### src/rtl/ict_pkg.sv
package ict_pkg;

  typedef enum logic [1:0] {
    ST_IDLE  = 2'd0,
    ST_APPLY = 2'd1,
    ST_EVAL  = 2'd2,
    ST_DONE  = 2'd3
  } ict_state_e;

  // Extended code of one net: base value net+1 in bits [cw-1:0],
  // parity of the base bits in bit cw.
  function automatic logic [31:0] ict_ext_code(input int unsigned net,
                                               input int unsigned cw);
    logic [31:0] base;
    logic        par;
    base = 32'(net + 1);
    par  = ^base;
    return base | (32'(par) << cw);
  endfunction

endpackage

### src/rtl/ict_seq.sv
module ict_seq
  import ict_pkg::*;
#(
  parameter int STEPS = 5,
  parameter int SW    = 3
) (
  input  logic          clk,
  input  logic          rst_n,
  input  logic          start,
  output logic [SW-1:0] step,
  output logic          applying,
  output logic          eval_now,
  output logic          done_st,
  output logic          accept,
  output logic          last_step
);

  localparam logic [SW-1:0] LAST = SW'(STEPS - 1);

  ict_state_e state;

  assign applying  = (state == ST_APPLY);
  assign eval_now  = (state == ST_EVAL);
  assign done_st   = (state == ST_DONE);
  assign last_step = applying && (step == LAST);
  assign accept    = start && ((state == ST_IDLE) || (state == ST_DONE));

  always_ff @(posedge clk) begin
    if (!rst_n) begin
      state <= ST_IDLE;
      step  <= '0;
    end else begin
      unique case (state)
        ST_IDLE, ST_DONE: begin
          if (start) begin
            state <= ST_APPLY;
            step  <= '0;
          end
        end
        ST_APPLY: begin
          if (step == LAST) begin
            state <= ST_EVAL;
            step  <= '0;
          end else begin
            step <= step + 1'b1;
          end
        end
        ST_EVAL: state <= ST_DONE;
        default: state <= ST_IDLE;
      endcase
    end
  end

endmodule

### src/rtl/ict_pattern.sv
module ict_pattern
  import ict_pkg::*;
#(
  parameter int NETS  = 8,
  parameter int CW    = 4,
  parameter int STEPS = 5,
  parameter int SW    = 3
) (
  input  logic            applying,
  input  logic [SW-1:0]   step,
  output logic [NETS-1:0] drive
);

  for (genvar g = 0; g < NETS; g++) begin : g_net
    localparam logic [STEPS-1:0] CODE = STEPS'(ict_ext_code(g, CW));
    assign drive[g] = applying & CODE[step];
  end

endmodule

### src/rtl/ict_capture.sv
module ict_capture #(
  parameter int NETS  = 8,
  parameter int STEPS = 5,
  parameter int SW    = 3
) (
  input  logic                  clk,
  input  logic                  rst_n,
  input  logic                  clear,
  input  logic                  applying,
  input  logic [SW-1:0]         step,
  input  logic [NETS-1:0]       capture,
  output logic [NETS*STEPS-1:0] resp
);

  for (genvar g = 0; g < NETS; g++) begin : g_net
    logic [STEPS-1:0] row;
    always_ff @(posedge clk) begin
      if (!rst_n || clear) begin
        row <= '0;
      end else if (applying) begin
        row[step] <= capture[g];
      end
    end
    assign resp[g*STEPS +: STEPS] = row;
  end

endmodule

### src/rtl/ict_classify.sv
module ict_classify
  import ict_pkg::*;
#(
  parameter int NETS  = 8,
  parameter int CW    = 4,
  parameter int STEPS = 5
) (
  input  logic [NETS*STEPS-1:0] resp,
  output logic [NETS-1:0]       cls_good,
  output logic [NETS-1:0]       cls_open,
  output logic [NETS-1:0]       cls_short
);

  for (genvar i = 0; i < NETS; i++) begin : g_net
    localparam logic [STEPS-1:0] EXP = STEPS'(ict_ext_code(i, CW));
    logic [STEPS-1:0] rx;
    logic [NETS-1:0]  peer;
    assign rx = resp[i*STEPS +: STEPS];
    for (genvar j = 0; j < NETS; j++) begin : g_peer
      if (j == i) begin : g_self
        assign peer[j] = 1'b0;
      end else begin : g_other
        assign peer[j] = (resp[j*STEPS +: STEPS] == rx);
      end
    end
    assign cls_good[i]  = (rx == EXP);
    assign cls_open[i]  = (rx == '0);
    assign cls_short[i] = !cls_good[i] && !cls_open[i] && (|peer);
  end

endmodule

### src/rtl/ict_gen.sv
module ict_gen
  import ict_pkg::*;
#(
  parameter int NETS = 8,
  localparam int CW    = $clog2(NETS + 2),
  localparam int STEPS = CW + 1,
  localparam int SW    = (STEPS > 1) ? $clog2(STEPS) : 1
) (
  input  logic            clk,
  input  logic            rst_n,
  input  logic            start,
  input  logic [NETS-1:0] capture,
  output logic [NETS-1:0] drive,
  output logic [SW-1:0]   step,
  output logic            busy,
  output logic            done,
  output logic [NETS-1:0] net_good,
  output logic [NETS-1:0] net_open,
  output logic [NETS-1:0] net_short
);

  logic                  seq_applying;
  logic                  seq_eval;
  logic                  seq_done;
  logic                  seq_accept;
  logic                  seq_last;
  logic [NETS*STEPS-1:0] resp_vec;
  logic [NETS-1:0]       cls_good;
  logic [NETS-1:0]       cls_open;
  logic [NETS-1:0]       cls_short;

  ict_seq #(.STEPS(STEPS), .SW(SW)) u_seq (
    .clk       (clk),
    .rst_n     (rst_n),
    .start     (start),
    .step      (step),
    .applying  (seq_applying),
    .eval_now  (seq_eval),
    .done_st   (seq_done),
    .accept    (seq_accept),
    .last_step (seq_last)
  );

  ict_pattern #(.NETS(NETS), .CW(CW), .STEPS(STEPS), .SW(SW)) u_pat (
    .applying (seq_applying),
    .step     (step),
    .drive    (drive)
  );

  ict_capture #(.NETS(NETS), .STEPS(STEPS), .SW(SW)) u_cap (
    .clk      (clk),
    .rst_n    (rst_n),
    .clear    (seq_accept),
    .applying (seq_applying),
    .step     (step),
    .capture  (capture),
    .resp     (resp_vec)
  );

  ict_classify #(.NETS(NETS), .CW(CW), .STEPS(STEPS)) u_cls (
    .resp      (resp_vec),
    .cls_good  (cls_good),
    .cls_open  (cls_open),
    .cls_short (cls_short)
  );

  always_ff @(posedge clk) begin
    if (!rst_n || seq_accept) begin
      net_good  <= '0;
      net_open  <= '0;
      net_short <= '0;
    end else if (seq_eval) begin
      net_good  <= cls_good;
      net_open  <= cls_open;
      net_short <= cls_short;
    end
  end

  assign busy = seq_applying | seq_eval;
  assign done = seq_done;

endmodule

### config.mk
export PLATFORM = sky130hd
export DESIGN_NAME = ict_gen
export DESIGN_NICKNAME = d
export VERILOG_FILES = /design/src/rtl/ict_pkg.sv /design/src/rtl/ict_seq.sv /design/src/rtl/ict_pattern.sv /design/src/rtl/ict_capture.sv /design/src/rtl/ict_classify.sv /design/src/rtl/ict_gen.sv
export SDC_FILE = /design/constraint.sdc
export NUM_CORES = 1
export LEC_CHECK = 0
export ABC_AREA = 1
export BUFFER_PORTS_ARGS = -buffer_cell sky130_fd_sc_hd__buf_2
export CORE_UTILIZATION = 45
export DETAILED_ROUTE_END_ITERATION = 10
export GPL_TIMING_DRIVEN = 0
export PLACE_DENSITY = 0.6
export SYNTH_ARGS = -nofsm -noshare
export SYNTH_HDL_FRONTEND = slang
export SYNTH_SLANG_ARGS = --single-unit
### constraint.sdc
create_clock -name clk -period 5.7 [get_ports clk]
set_input_delay 0.57 -clock clk [delete_from_list [all_inputs] [get_ports clk]]
set_output_delay 0.57 -clock clk [all_outputs]
set_load 0.01 [all_outputs]
**Yosys cells after proc, flatten, opt, wreduce, memory -nomap -nowiden**

Memories as Yosys holds them, arrays and structs flattened. A register that Yosys moved wholly into a read port is not among the register bits.
Cells that the tools add are included.
W data, S select, Z words.

- Register bits after elaboration: 69
- Bits in read-only memories: 64
- Input bits: 11
- Word-level logic and storage cells: 201
- Memories kept: 8

Memory list:

| name | words | width | read ports | clocked after Yosys merged registers in | wr ports | RTL line | RTL |
|---|---|---|---|---|---|---|---|
| (no name shown) | 8 | 1 | 1 | 1 | 0 | ict_pattern.sv:16 | `assign drive[g] = applying & CODE[step];` |
| (no name shown) | 8 | 1 | 1 | 1 | 0 | ict_pattern.sv:16 |  |
| (no name shown) | 8 | 1 | 1 | 1 | 0 | ict_pattern.sv:16 |  |
| (no name shown) | 8 | 1 | 1 | 1 | 0 | ict_pattern.sv:16 |  |
| (no name shown) | 8 | 1 | 1 | 1 | 0 | ict_pattern.sv:16 |  |
| (no name shown) | 8 | 1 | 1 | 1 | 0 | ict_pattern.sv:16 |  |
| 2 more memories | - | - | - | - | - | - |  |

- Add/subtract/negate cells: 1
- $lt $le $gt $ge: 2
- Equal/unequal tests: 70
- Multiplexer cells: 40
- Bitwise logic cells: 9
- Reduce and logical (&&, ||, !) cells: 58

Operators with widths:

| kind | number |
|---|---|
| $eq A5 B5 Y1 | 56 |
| $reduce_or A7 Y1 | 8 |
| $mux W3 | 18 |
| $bwmux W5 | 8 |
| $logic_not A5 Y1 | 8 |
| $eq A5 B5 Y1 const B | 5 |
| $logic_and A1 B1 Y1 | 18 |
| $logic_not A1 Y1 | 17 |
| $eq A5 B3 Y1 const B | 2 |
| $mux W1 | 9 |
| $and A1 B1 Y1 | 8 |
| $pmux W2 S3 | 1 |
| $pmux W3 S2 | 1 |
| $eq A5 B2 Y1 const B | 1 |
| $eq A2 B2 Y1 const B | 2 |
| $lt A3 B4 Y1 const B | 1 |
| $mux W2 | 2 |
| $reduce_and A2 Y1 | 2 |
| $add A3 B1 Y3 const B | 1 |
| $demux W1 S3 | 1 |
| $eq A3 B3 Y1 const B | 1 |
| $ge A3 B1 Y1 const B | 1 |
| $eq A2 B1 Y1 const B | 1 |
| $logic_not A2 Y1 | 1 |
| 6 further kinds | 7 |

**Logic depth before layout (Yosys ltp)**

Gate-level depths: netlist of run 1.

- Word-level depth: 6
- Gate-level depth with buffers: 11
- Mapped depth without buffers: 10

**Modules after synthesis**

A second synthesis of run 1 with hierarchy kept.

- Cell total of the unflattened synthesis: 1047
- Area total of the unflattened synthesis: 5911.9 um2

Modules (own cells, without submodules):

| module | instances | cells an instance | area an instance (um2) | sequential area each (um2) |
|---|---|---|---|---|
| ict_classify | 1 | 628 | 2793.9 | 0.0 |
| ict_capture | 1 | 238 | 1632.8 | 800.8 |
| ict_gen | 1 | 107 | 989.7 | 480.5 |
| ict_seq | 1 | 51 | 357.8 | 100.1 |
| ict_pattern | 1 | 23 | 137.6 | 0.0 |

**Worst setup path after synthesis of run 1**

Ideal clock, no wire load.

- Path kind: reg2reg
- From: reg u_seq.state[0]
- To: reg (tool-made name)
- Library setup time: 120 ps
- Data arrival time: 1756 ps
- Slack: 3824 ps
- Stages on the path, launching flop included: 9
- Path buffers: 0
- Period minus slack after synthesis: 1876 ps
- Path through: dfxtp_1 inv_1 ha_1 o21ai_4 nor2_1 nor3b_4 inv_1 ha_1 or2_1

RTL lines:

| item | RTL line | RTL |
|---|---|---|
| from (decl) | ict_seq.sv:20 | `ict_state_e state;` |
| from (signal assigned) | ict_seq.sv:30 | `state <= ST_IDLE;` |
| from (signal assigned) | ict_seq.sv:36 | `state <= ST_APPLY;` |
| from (signal assigned) | ict_seq.sv:42 | `state <= ST_EVAL;` |

**Final worst setup path of run 1**

- From: reg u_seq.state[0]
- To: reg u_cap.g_net[5].row[2]

- Longest elaborated chain between the ends: 4

RTL lines:

| item | RTL line | RTL |
|---|---|---|
| $eq A2 B2 Y1 or $logic_not A2 Y1 (tied branches) | ict_seq.sv:26 | `assign accept = start && ((state == ST_IDLE) \|\| (state == ST_DONE));` |
| $logic_or A1 B1 Y1 | ict_seq.sv:26 |  |
| $logic_and A1 B1 Y1 | ict_seq.sv:26 |  |
| $logic_or A1 B1 Y1 | ict_capture.sv:18 | `if (!rst_n \|\| clear) begin` |
| to (signal, indexed assignment) | ict_capture.sv:21 | `row[step] <= capture[g];` |
| to (decl) | ict_capture.sv:16 | `logic [STEPS-1:0] row;` |

Parallel ways exist; a longest one is shown, timed or not.
A chain may end at the register's enable or synchronous reset.

==> metrics.txt, run 1 <==
Area growth syn-to-layout 12.85%; Total Power Consumption 2.445 mW; post-CTS setup-driven buffer insertion count 0; Clock Tree Root clkbuf_16; Detailed Route Iter0 Violations 576; hold-fix buffer count after cts 0; crit path capture type flip-flop; number of nets in the layout 1,026; EDFF count, synth 0; Worst-Margin Slew 0.5388 ns; vias in the first global route 5,161; r2r startpoint u_seq.state[0]; clk sinks 77; Clock Skew 0.008601 ns; critical path class reg2reg; Netlist Area Pre-Place 5510 um2; Top Layer Used met4; required time worst endpoint 5.97 ns; post-synthesis async set-or-reset flop share 0; Die Y-Extent 112.7 um; Post-Syn Nets 968; hold depth 2; vias per inst 5.136; clk_lat worst skew 0.34 ns; Starting Density 0.4607; H-tree Lvls 3; global-route wire length before repair 29,120 um; most frequent cell after synthesis nand2_1; Worst Hold Class reg2reg; sink of the worst hold path net_open[2]; post-synth top area cell dfxtp_1; Antenna diodes 0; Routed WL per cell 16.34 um; die area 12,690 um2; Fin. Hold Viols 0; DRC violations left 0; Slew headroom 0.6408; top-area cell type share of the netlist area 0.2797; Via Count 5,948; Avg Cell Area, Syn 5.800 um2; setup tns final 0 ns; post-route ant nets 0; Primary FF master, synth dfxtp_1; Reg2Reg Capture Point u_cap.g_net[5].row[2]; Met3 Routed Length 1140 um; Tcrit/Tclk final 0.3779; top cells by area, synth dfxtp_1 28%, nand2_1 25%, nor2_1 9.1%, a21oi_1 5.6%, inv_1 5.1%; fin util 0.5199; Netlist cell types 30; Max Cap Viol 0; Max FO, Critical Path 10; arrival time worst endpoint 2.42 ns; Worst setup SP type flip-flop; Port-buffer cells 47; CTS clock-pin slew for the worst setup and hold paths 0.06 ns; RSZ-0062 raised after global routing no; post-DP HPWL 14,150 um; Final Non-Filler Cells 1,158; Max Clock Freq 464.3 MHz; reg2reg path depth 8; pin count of the biggest net entering global routing 13; router iterations before antenna repair 5; Period minus WS final 2.154 ns; fraction of final layout cells sized beyond drive strength 1 0.1395; clk buf depth 2; DP Cell Count 1,144; Met2 Wirelength 8321 um; Final Setup Violations 0; top post-synthesis cells by count 368 x nand2_1, 134 x nor2_1, 77 x dfxtp_1; post-synthesis sequential area ratio 0.2797; Slew Limit Fails 0; CTS tree built; drt total wl 18,920 um; initial antenna violation count 0; flop2flop setup slack 3.55 ns; P_leak 3.132 nW; status finished clean; Synth Instances 950; M1 wire length 8678 um; count of boundary I/O pins 48; Die W 112.7 um; VDD IR-drop max 204.3 uV; Post-CTS Resized 0; yosys warns 0; total grt overflow 0; GR Util All Layers 0.3047; Cell Pwr Density 393.2 nW/um2; Yosys reg bits 77; GP Congestion 0.9139; CORE AREA 11,960 um2; total CTS buffers 9; hold slack final 0.4661 ns; row cnt 40; hold path startpoint net_open[2]
-- routing by layer --
metal  vias up  track usage
li1       3035            -
met1      2661       0.4224
met2       210       0.4712
met3        42      0.03564
met4         0       0.1431
met5         -            0
-- metrics by stage --
step / setup WS, ns / instance area (um2)
2_1_floorplan: 3.824 / 5510
3_3_place_gp: 3.615 / 5929
3_5_place_dp: 3.591 / 5929
4_1_cts: 3.574 / 6218
5_1_grt: 3.353 / 6218
6_report: 3.546 / 6218
-- cell type report --
class                      count  area (um2)
clock buffer                  10       239.0
clock inverter                 4       50.05
buffer                        57       365.4
sequential                    77        1541
inverter                      88       330.3
fill                        1331        5743
multi-input combinational    728        3273
tap                          147       183.9
timing repair buffer          47       235.2
-- worst max-delay path: stages (launching register included) --
cell      delay, ns
dfxtp_1        0.39
inv_1          0.06
ha_1           0.36
nand2_2        0.13
nand2_1        0.08
inv_1          0.28
clkbuf_1       0.44
o21ai_0        0.19
a21oi_1        0.14
-- power breakdown --
group / leakage [nW] / internal, mW / total, mW / switching, mW
sequential: 0.624 / 0.629 / 0.686 / 0.0569
combinational: 2.37 / 0.392 / 1.19 / 0.801
clock: 0.136 / 0.345 / 0.565 / 0.220
total: 3.13 / 1.37 / 2.45 / 1.08
-- how the worst max path moves through the flow --
stage / end / cells past startpoint / slack [ns] / startpoint
6_report: u_cap.g_net[5].row[2] / 8 / 3.55 / u_seq.state[0]
5_1_grt: u_cap.g_net[5].row[2] / 8 / 3.35 / u_seq.state[0]
4_1_cts: u_cap.g_net[5].row[2] / 8 / 3.57 / u_seq.state[0]
3_5_place_dp: u_cap.g_net[5].row[2] / 8 / 3.59 / u_seq.state[0]
3_3_place_gp: u_cap.g_net[5].row[2] / 8 / 3.61 / u_seq.state[0]
2_1_floorplan: flip-flop / 8 / 3.82 / u_seq.state[0]
-- cell families (layout without fill, tap and decap cells) --
kind of cell    count (synthesis)  after routing  share of synthesized area
compound gates                123            123                     0.1167
simple gates                  565            565                     0.4089
buf+inv                       145            206                     0.1262
fa+ha+maj                       7              7                    0.01589
flops                          77             77                     0.2797
xor+xnor                       33             33                    0.05245
-- placed cells by master (no fill, tap or decap), types with 9 or more instances in the layout --
| cell | n |
|---|---|
| a21oi_1 | 62 |
| buf_2 | 66 |
| buf_4 | 32 |
| clkbuf_16 | 9 |
| dfxtp_1 | 77 |
| inv_1 | 75 |
| inv_2 | 13 |
| nand2_1 | 368 |
| nand3_1 | 33 |
| nand4_1 | 10 |
| nor2_1 | 134 |
| o21ai_0 | 53 |
| xnor2_1 | 26 |
(Power assumes the default switching activity.)
==> run 2, diff against run 1 <==
--- a/config.mk
+++ b/config.mk
@@ -5,7 +5,7 @@
 export SDC_FILE = /design/constraint.sdc
 export NUM_CORES = 1
 export LEC_CHECK = 0
-export ABC_AREA = 1
+export ABC_AREA = 0
 export BUFFER_PORTS_ARGS = -buffer_cell sky130_fd_sc_hd__buf_2
 export CORE_UTILIZATION = 45
 export DETAILED_ROUTE_END_ITERATION = 10
==> constraint.sdc (replaced) <==
create_clock -name clk -period 2.05 [get_ports clk]
set_input_delay 0.205 -clock clk [delete_from_list [all_inputs] [get_ports clk]]
set_output_delay 0.205 -clock clk [all_outputs]
set_load 0.01 [all_outputs]
==> metrics.txt, run 2 <==
status finished clean; row cnt 38; critical path class reg2reg; drt total wl 15,490 um; reg2reg path depth 9; Tcrit/Tclk final 0.9866; Detailed Route Iter0 Violations 277; Clock Skew 0.01266 ns; Yosys reg bits 77; Die Y-Extent 107.7 um; post-synthesis sequential area ratio 0.3068; die area 11,590 um2; required time worst endpoint 2.32 ns; Slew headroom 0.6151; H-tree Lvls 3; Net Sw Frac 0.3911; yosys warns 0; Final Setup Violations 0; Post-Syn Nets 645; Post-Synth Adder-Cell Area 0.01743; Met3 Routed Length 1148 um; Worst Hold Class in2reg; arrival time worst endpoint 2.30 ns; M1 wire length 6779 um; Clock Tree Root clkbuf_8; EDFF count, synth 0; largest family of logic cells by synthesized area XOR/XNOR gates; clk sinks 77; router iterations before antenna repair 5; Die W 107.7 um; Antenna diodes 0; Area growth syn-to-layout 13.77%; Synth Instances 627; Max Clock Freq 494.5 MHz; clk_lat worst skew 0.38 ns; XOR/XNOR Fraction of Synth Area 0.2597; Slew Limit Fails 0; Period minus WS final 2.022 ns; top cells by area, synth dfxtp_1 31%, xor2_1 15%, xnor2_1 11%, nand2_1 6.9%, a21oi_1 4.6%; Worst setup SP type flip-flop; count of boundary I/O pins 48; Seq pwr share 0.337; Netlist cell types 44; DP Cell Count 813; most common cell after layout, fill and taps aside nand2_1; worst setup margin 0.02756 ns; P_sw 2.000 mW; post-route ant nets 0; post-synthesis async set-or-reset flop share 0; total grt overflow 0; Primary FF master, synth dfxtp_1; top post-synthesis cells by count 93 x nand2_1, 85 x xor2_1, 77 x dfxtp_1; setup tns final 0 ns; Max Cap Viol 0; internal power 3.114 mW; Worst-Margin Slew 0.5774 ns; hold path startpoint capture[0]; Comb pwr share 0.416; crit path capture type flip-flop; DRC violations left 0; VDD IR-drop max 677.1 uV; vias in the first global route 4,225; pin count of the biggest net entering global routing 13; fin util 0.5274; post-synthesis compound-gate area fraction 0.1235; crit path launch u_seq.step[1]; vias per inst 5.559; Max FO, Critical Path 9; most frequent cell after synthesis nand2_1; Cell Pwr Density 894.7 nW/um2; CORE AREA 10,840 um2; hold depth 3; simple-gate portion of the synthesized area 0.2139; clk buf depth 2; fraction of final layout cells sized beyond drive strength 1 0.2038; r2r startpoint u_seq.step[1]; CTS tree built; Fin. Hold Viols 0; number of nets in the layout 705; total CTS buffers 9; initial antenna violation count 1; mux share of post-synthesis cell area 0.004980; Top Layer Used met4; Total Power Consumption 5.115 mW; Routed WL per cell 18.62 um; clock power share 0.247; Via Count 4,625; Starting Density 0.4635; global-route wire length before repair 23,830 um; post-synth top area cell dfxtp_1; commonest cells after routing, fill and taps aside 93 x nand2_1, 85 x xor2_1, 81 x buf_2, 74 x dfxtp_1, 64 x xnor2_1; CTS clock-pin slew for the worst setup and hold paths 0.09 ns; pre-CTS WS -0.1971 ns; top-area cell type share of the netlist area 0.3068; GP Congestion 0.9174; Netlist Area Pre-Place 5025 um2; post-DP HPWL 10,840 um; P_leak 2.706 nW; GR Util All Layers 0.2814; Final Non-Filler Cells 832; Port-buffer cells 46; Avg Cell Area, Syn 8.014 um2; Met2 Wirelength 7251 um
run 2: cell types whose count changed in the layout (fill, tap and decap cells not counted), sizes merged, moves of 26 or more:
cell	delta
o21ai	-48
xor2	+78
inv	-75
xnor2	+38
nor2	-107
nand2	-278
nor3	+26
run 2: cell type report:
class / instances / area (um2)
sequential: 77 / 1545
timing repair buffer: 49 / 252.7
fill: 1059 / 5124
clock inverter: 3 / 42.54
inverter: 13 / 48.80
multi-input combinational: 480 / 3152
clock buffer: 13 / 168.9
buffer: 57 / 331.6
tap: 140 / 175.2
run 2: critical path: stages, from the launching register on:
cell      delay [ns]
dfxtp_2         0.44
inv_1           0.13
ha_1            0.24
a21boi_2        0.23
nand2_1         0.13
o21ai_2         0.16
and2_4          0.19
inv_1           0.04
ha_1            0.16
or2_1           0.21
run 2: timing repair:
| action | 4_1_cts | 5_1_grt |
|---|---|---|
| resized for setup | 4 | 16 |
| endpoints found under the setup margin | 3 | 45 |
| hold buffers | 0 | 0 |
| hold endpoints to repair | 0 | 0 |
| pin swaps | 1 | 2 |
| setup buffers | 1 | 2 |
run 2: worst paths after layout:
check,to,slack (ns)
worst max-delay path,flip-flop,0.03
worst min-delay path,u_cap.g_net[0].row[3],0.1
worst max register to register,flip-flop,0.03
worst min register to register,net_good[6],0.47
run 2: metal layers:
metal  up-vias  global-route usage
met5         -                   0
met4         0              0.1164
met3        25             0.06538
met2       176              0.4464
met1      2222              0.3652
li1       2202                   -
run 2: logic make-up after synthesis:
kind of cell | Yosys count
AND/OR/NAND/NOR | 227
multiplexers | 2
XOR/XNOR | 149
flip-flops | 77
AO/OA/AOI/OAI | 95
adder cells (fa/ha/maj) | 7
buffers and inverters | 70
run 2: through the flow:
stage	area (um2)	hold slack (ns)
final	5717	0.09946
after global routing	5717	0.08734
after CTS	5662	0.09007
after detailed placement	5431	0.4606
after global placement	5431	0.4535
after floorplan	5026	0.3401
run 2: power groups by stage:
stage          combinational [mW]  sequential (mW)  clock [mW]
6_report                     2.13             1.72        1.26
3_3_place_gp                 1.96             1.75           0
3_5_place_dp                 1.99             1.75           0
5_1_grt                      2.30             1.74        1.35
2_1_floorplan                1.36             1.78           0
4_1_cts                      2.03             1.72        1.28
==> run 3, diff against run 2 <==
--- a/config.mk
+++ b/config.mk
@@ -6,11 +6,11 @@
 export NUM_CORES = 1
 export LEC_CHECK = 0
 export ABC_AREA = 0
-export BUFFER_PORTS_ARGS = -buffer_cell sky130_fd_sc_hd__buf_2
-export CORE_UTILIZATION = 45
+export CORE_UTILIZATION = 50
 export DETAILED_ROUTE_END_ITERATION = 10
+export DONT_BUFFER_PORTS = 1
 export GPL_TIMING_DRIVEN = 0
-export PLACE_DENSITY = 0.6
+export PLACE_DENSITY = 0.62
 export SYNTH_ARGS = -nofsm -noshare
 export SYNTH_HDL_FRONTEND = slang
 export SYNTH_SLANG_ARGS = --single-unit
==> metrics.txt, run 3 (same netlist as run 2, synthesis figures left out) <==
global-route wire length before repair 22,630 um; Fin. Hold Viols 0; Routed WL per cell 18.49 um; fin util 0.5700; pin count of the biggest net entering global routing 14; Port-buffer cells 0; drt total wl 14,570 um; most common cell after layout, fill and taps aside nand2_1; VDD IR-drop max 641.0 uV; total grt overflow 0; hold path startpoint start; number of nets in the layout 668; Clock Skew 0.01456 ns; CTS clock-pin slew for the worst setup and hold paths 0.09 ns; required time worst endpoint 2.31 ns; Cell Pwr Density 896.7 nW/um2; CTS tree built; Period minus WS final 1.974 ns; Max Cap Viol 0; P_sw 1.951 mW; Via Count 4,395; Tcrit/Tclk final 0.9628; Antenna diodes 0; reg2reg path depth 8; Max Clock Freq 506.7 MHz; clk_lat worst skew 0.37 ns; critical path class reg2reg; Final Setup Violations 0; clk buf depth 2; Final Non-Filler Cells 788; Top delay family on crit path adder cells; count of boundary I/O pins 48; cell area after layout 5572 um2; internal power 3.045 mW; Crit path buffers/inverters 2; router iterations before antenna repair 6; Worst Hold Class in2reg; Max FO, Critical Path 6; row cnt 36; Seq pwr share 0.354; Slew headroom 0.5374; sink of the worst hold path u_seq.state[1]; initial antenna violation count 0; Clock Tree Root clkbuf_8; clock power share 0.257; vias in the first global route 4,159; clk sinks 77; H-tree Lvls 3; Worst-Margin Slew 0.6875 ns; hold slack final 0.1004 ns; flop2flop setup slack 0.08 ns; vias per inst 5.577; Total Power Consumption 4.996 mW; arrival time worst endpoint 2.23 ns; Slew Limit Fails 0; Worst setup SP type flip-flop; Comb pwr share 0.388; CP max-delay cell ha_2; GP Congestion 0.9046; GR Util All Layers 0.2926; hold depth 2; Die W 102.2 um; status finished clean; post-route ant nets 0; Detailed Route Iter0 Violations 285; Starting Density 0.5141; Area after DPL 5192 um2; r2r startpoint u_seq.state[0]; DRC violations left 0; CP Cell Sequence inv_1 -> ha_2 -> mux2_4 -> nand3_2 -> a21boi_4 -> buf_4 -> ha_1 -> or2_1; total CTS buffers 9; crit path capture type flip-flop; CP max stage delay 0.38 ns; fraction of final layout cells sized beyond drive strength 1 0.1481; Die Y-Extent 102.2 um; Area growth syn-to-layout 10.88%; CORE AREA 9774 um2; post-DP HPWL 10,210 um; commonest cells after routing, fill and taps aside 91 x nand2_1, 85 x xor2_1, 74 x dfxtp_1, 64 x xnor2_1, 46 x a21oi_1; P_leak 2.500 nW; die area 10,450 um2; Net Sw Frac 0.3904; DP Cell Count 760
## run 3: worst register-to-register path, stage by stage (launching register included)
cell and delay, ns:
dfxtp_2 0.37, inv_1 0.05, ha_2 0.38, mux2_4 0.36, nand3_2 0.11, a21boi_4 0.06, buf_4 0.14, ha_1 0.18
or2_1 0.21
## run 3: layer usage
layer | global-route usage | wire length [um] | vias to the layer above
li1 | - | - | 2122
met1 | 0.3889 | 6382 | 2060
met2 | 0.4610 | 6722 | 185
met3 | 0.05540 | 1107 | 28
met4 | 0.1286 | 361 | 0
met5 | 0 | 0 | -
## run 3: layout make-up
type,instances,area [um2]
clock inverters,6,87.58
fillers,926,4203
plain buffers,57,330.3
multi-input cells,480,3151
clock buffers,10,127.6
repair buffers,12,110.1
inverters,13,48.80
flip-flops and latches,77,1550
well taps,133,166.4
## run 3: what timing repair did
| action | CTS | global route |
|---|---|---|
| resized for setup | 7 | 13 |
| endpoints found under the setup margin | 13 | 35 |
| pin swaps | 1 | 2 |
| hold endpoints to repair | 40 | 0 |
| setup buffers | 1 | 3 |
| hold buffers | 8 | 0 |
## run 3: how the worst max path moves through the flow
| stage | from | to | slack [ns] | cells after the start |
|---|---|---|---|---|
| 2_1_floorplan | u_seq.step[1] | flip-flop | 0.02 | 9 |
| 3_5_place_dp | u_seq.step[1] | flip-flop | -0.25 | 9 |
| 6_report | u_seq.state[0] | flip-flop | 0.08 | 8 |
| 4_1_cts | u_seq.state[0] | flip-flop | -0.001 | 9 |
| 3_3_place_gp | u_seq.step[1] | flip-flop | -0.22 | 9 |
| 5_1_grt | u_seq.step[0] | flip-flop | -0.01 | 10 |
## run 3: power groups by stage
stage	Sequential [mW]	Combinational, mW	Clock (mW)
floorplan	1.78	1.36	0
global placement	1.80	1.76	0
detailed placement	1.80	1.79	0
CTS	1.77	1.84	1.30
global route	1.79	2.12	1.36
finish	1.77	1.94	1.29
## run 3: metrics by stage
stage	TNS, ns	setup WS [ns]
floorplan	0	0.01763
global route	-0.009818	-0.009818
finish	0	0.07633
global placement	-0.5762	-0.2198
CTS	-0.001036	-0.001036
detailed placement	-0.8900	-0.2491
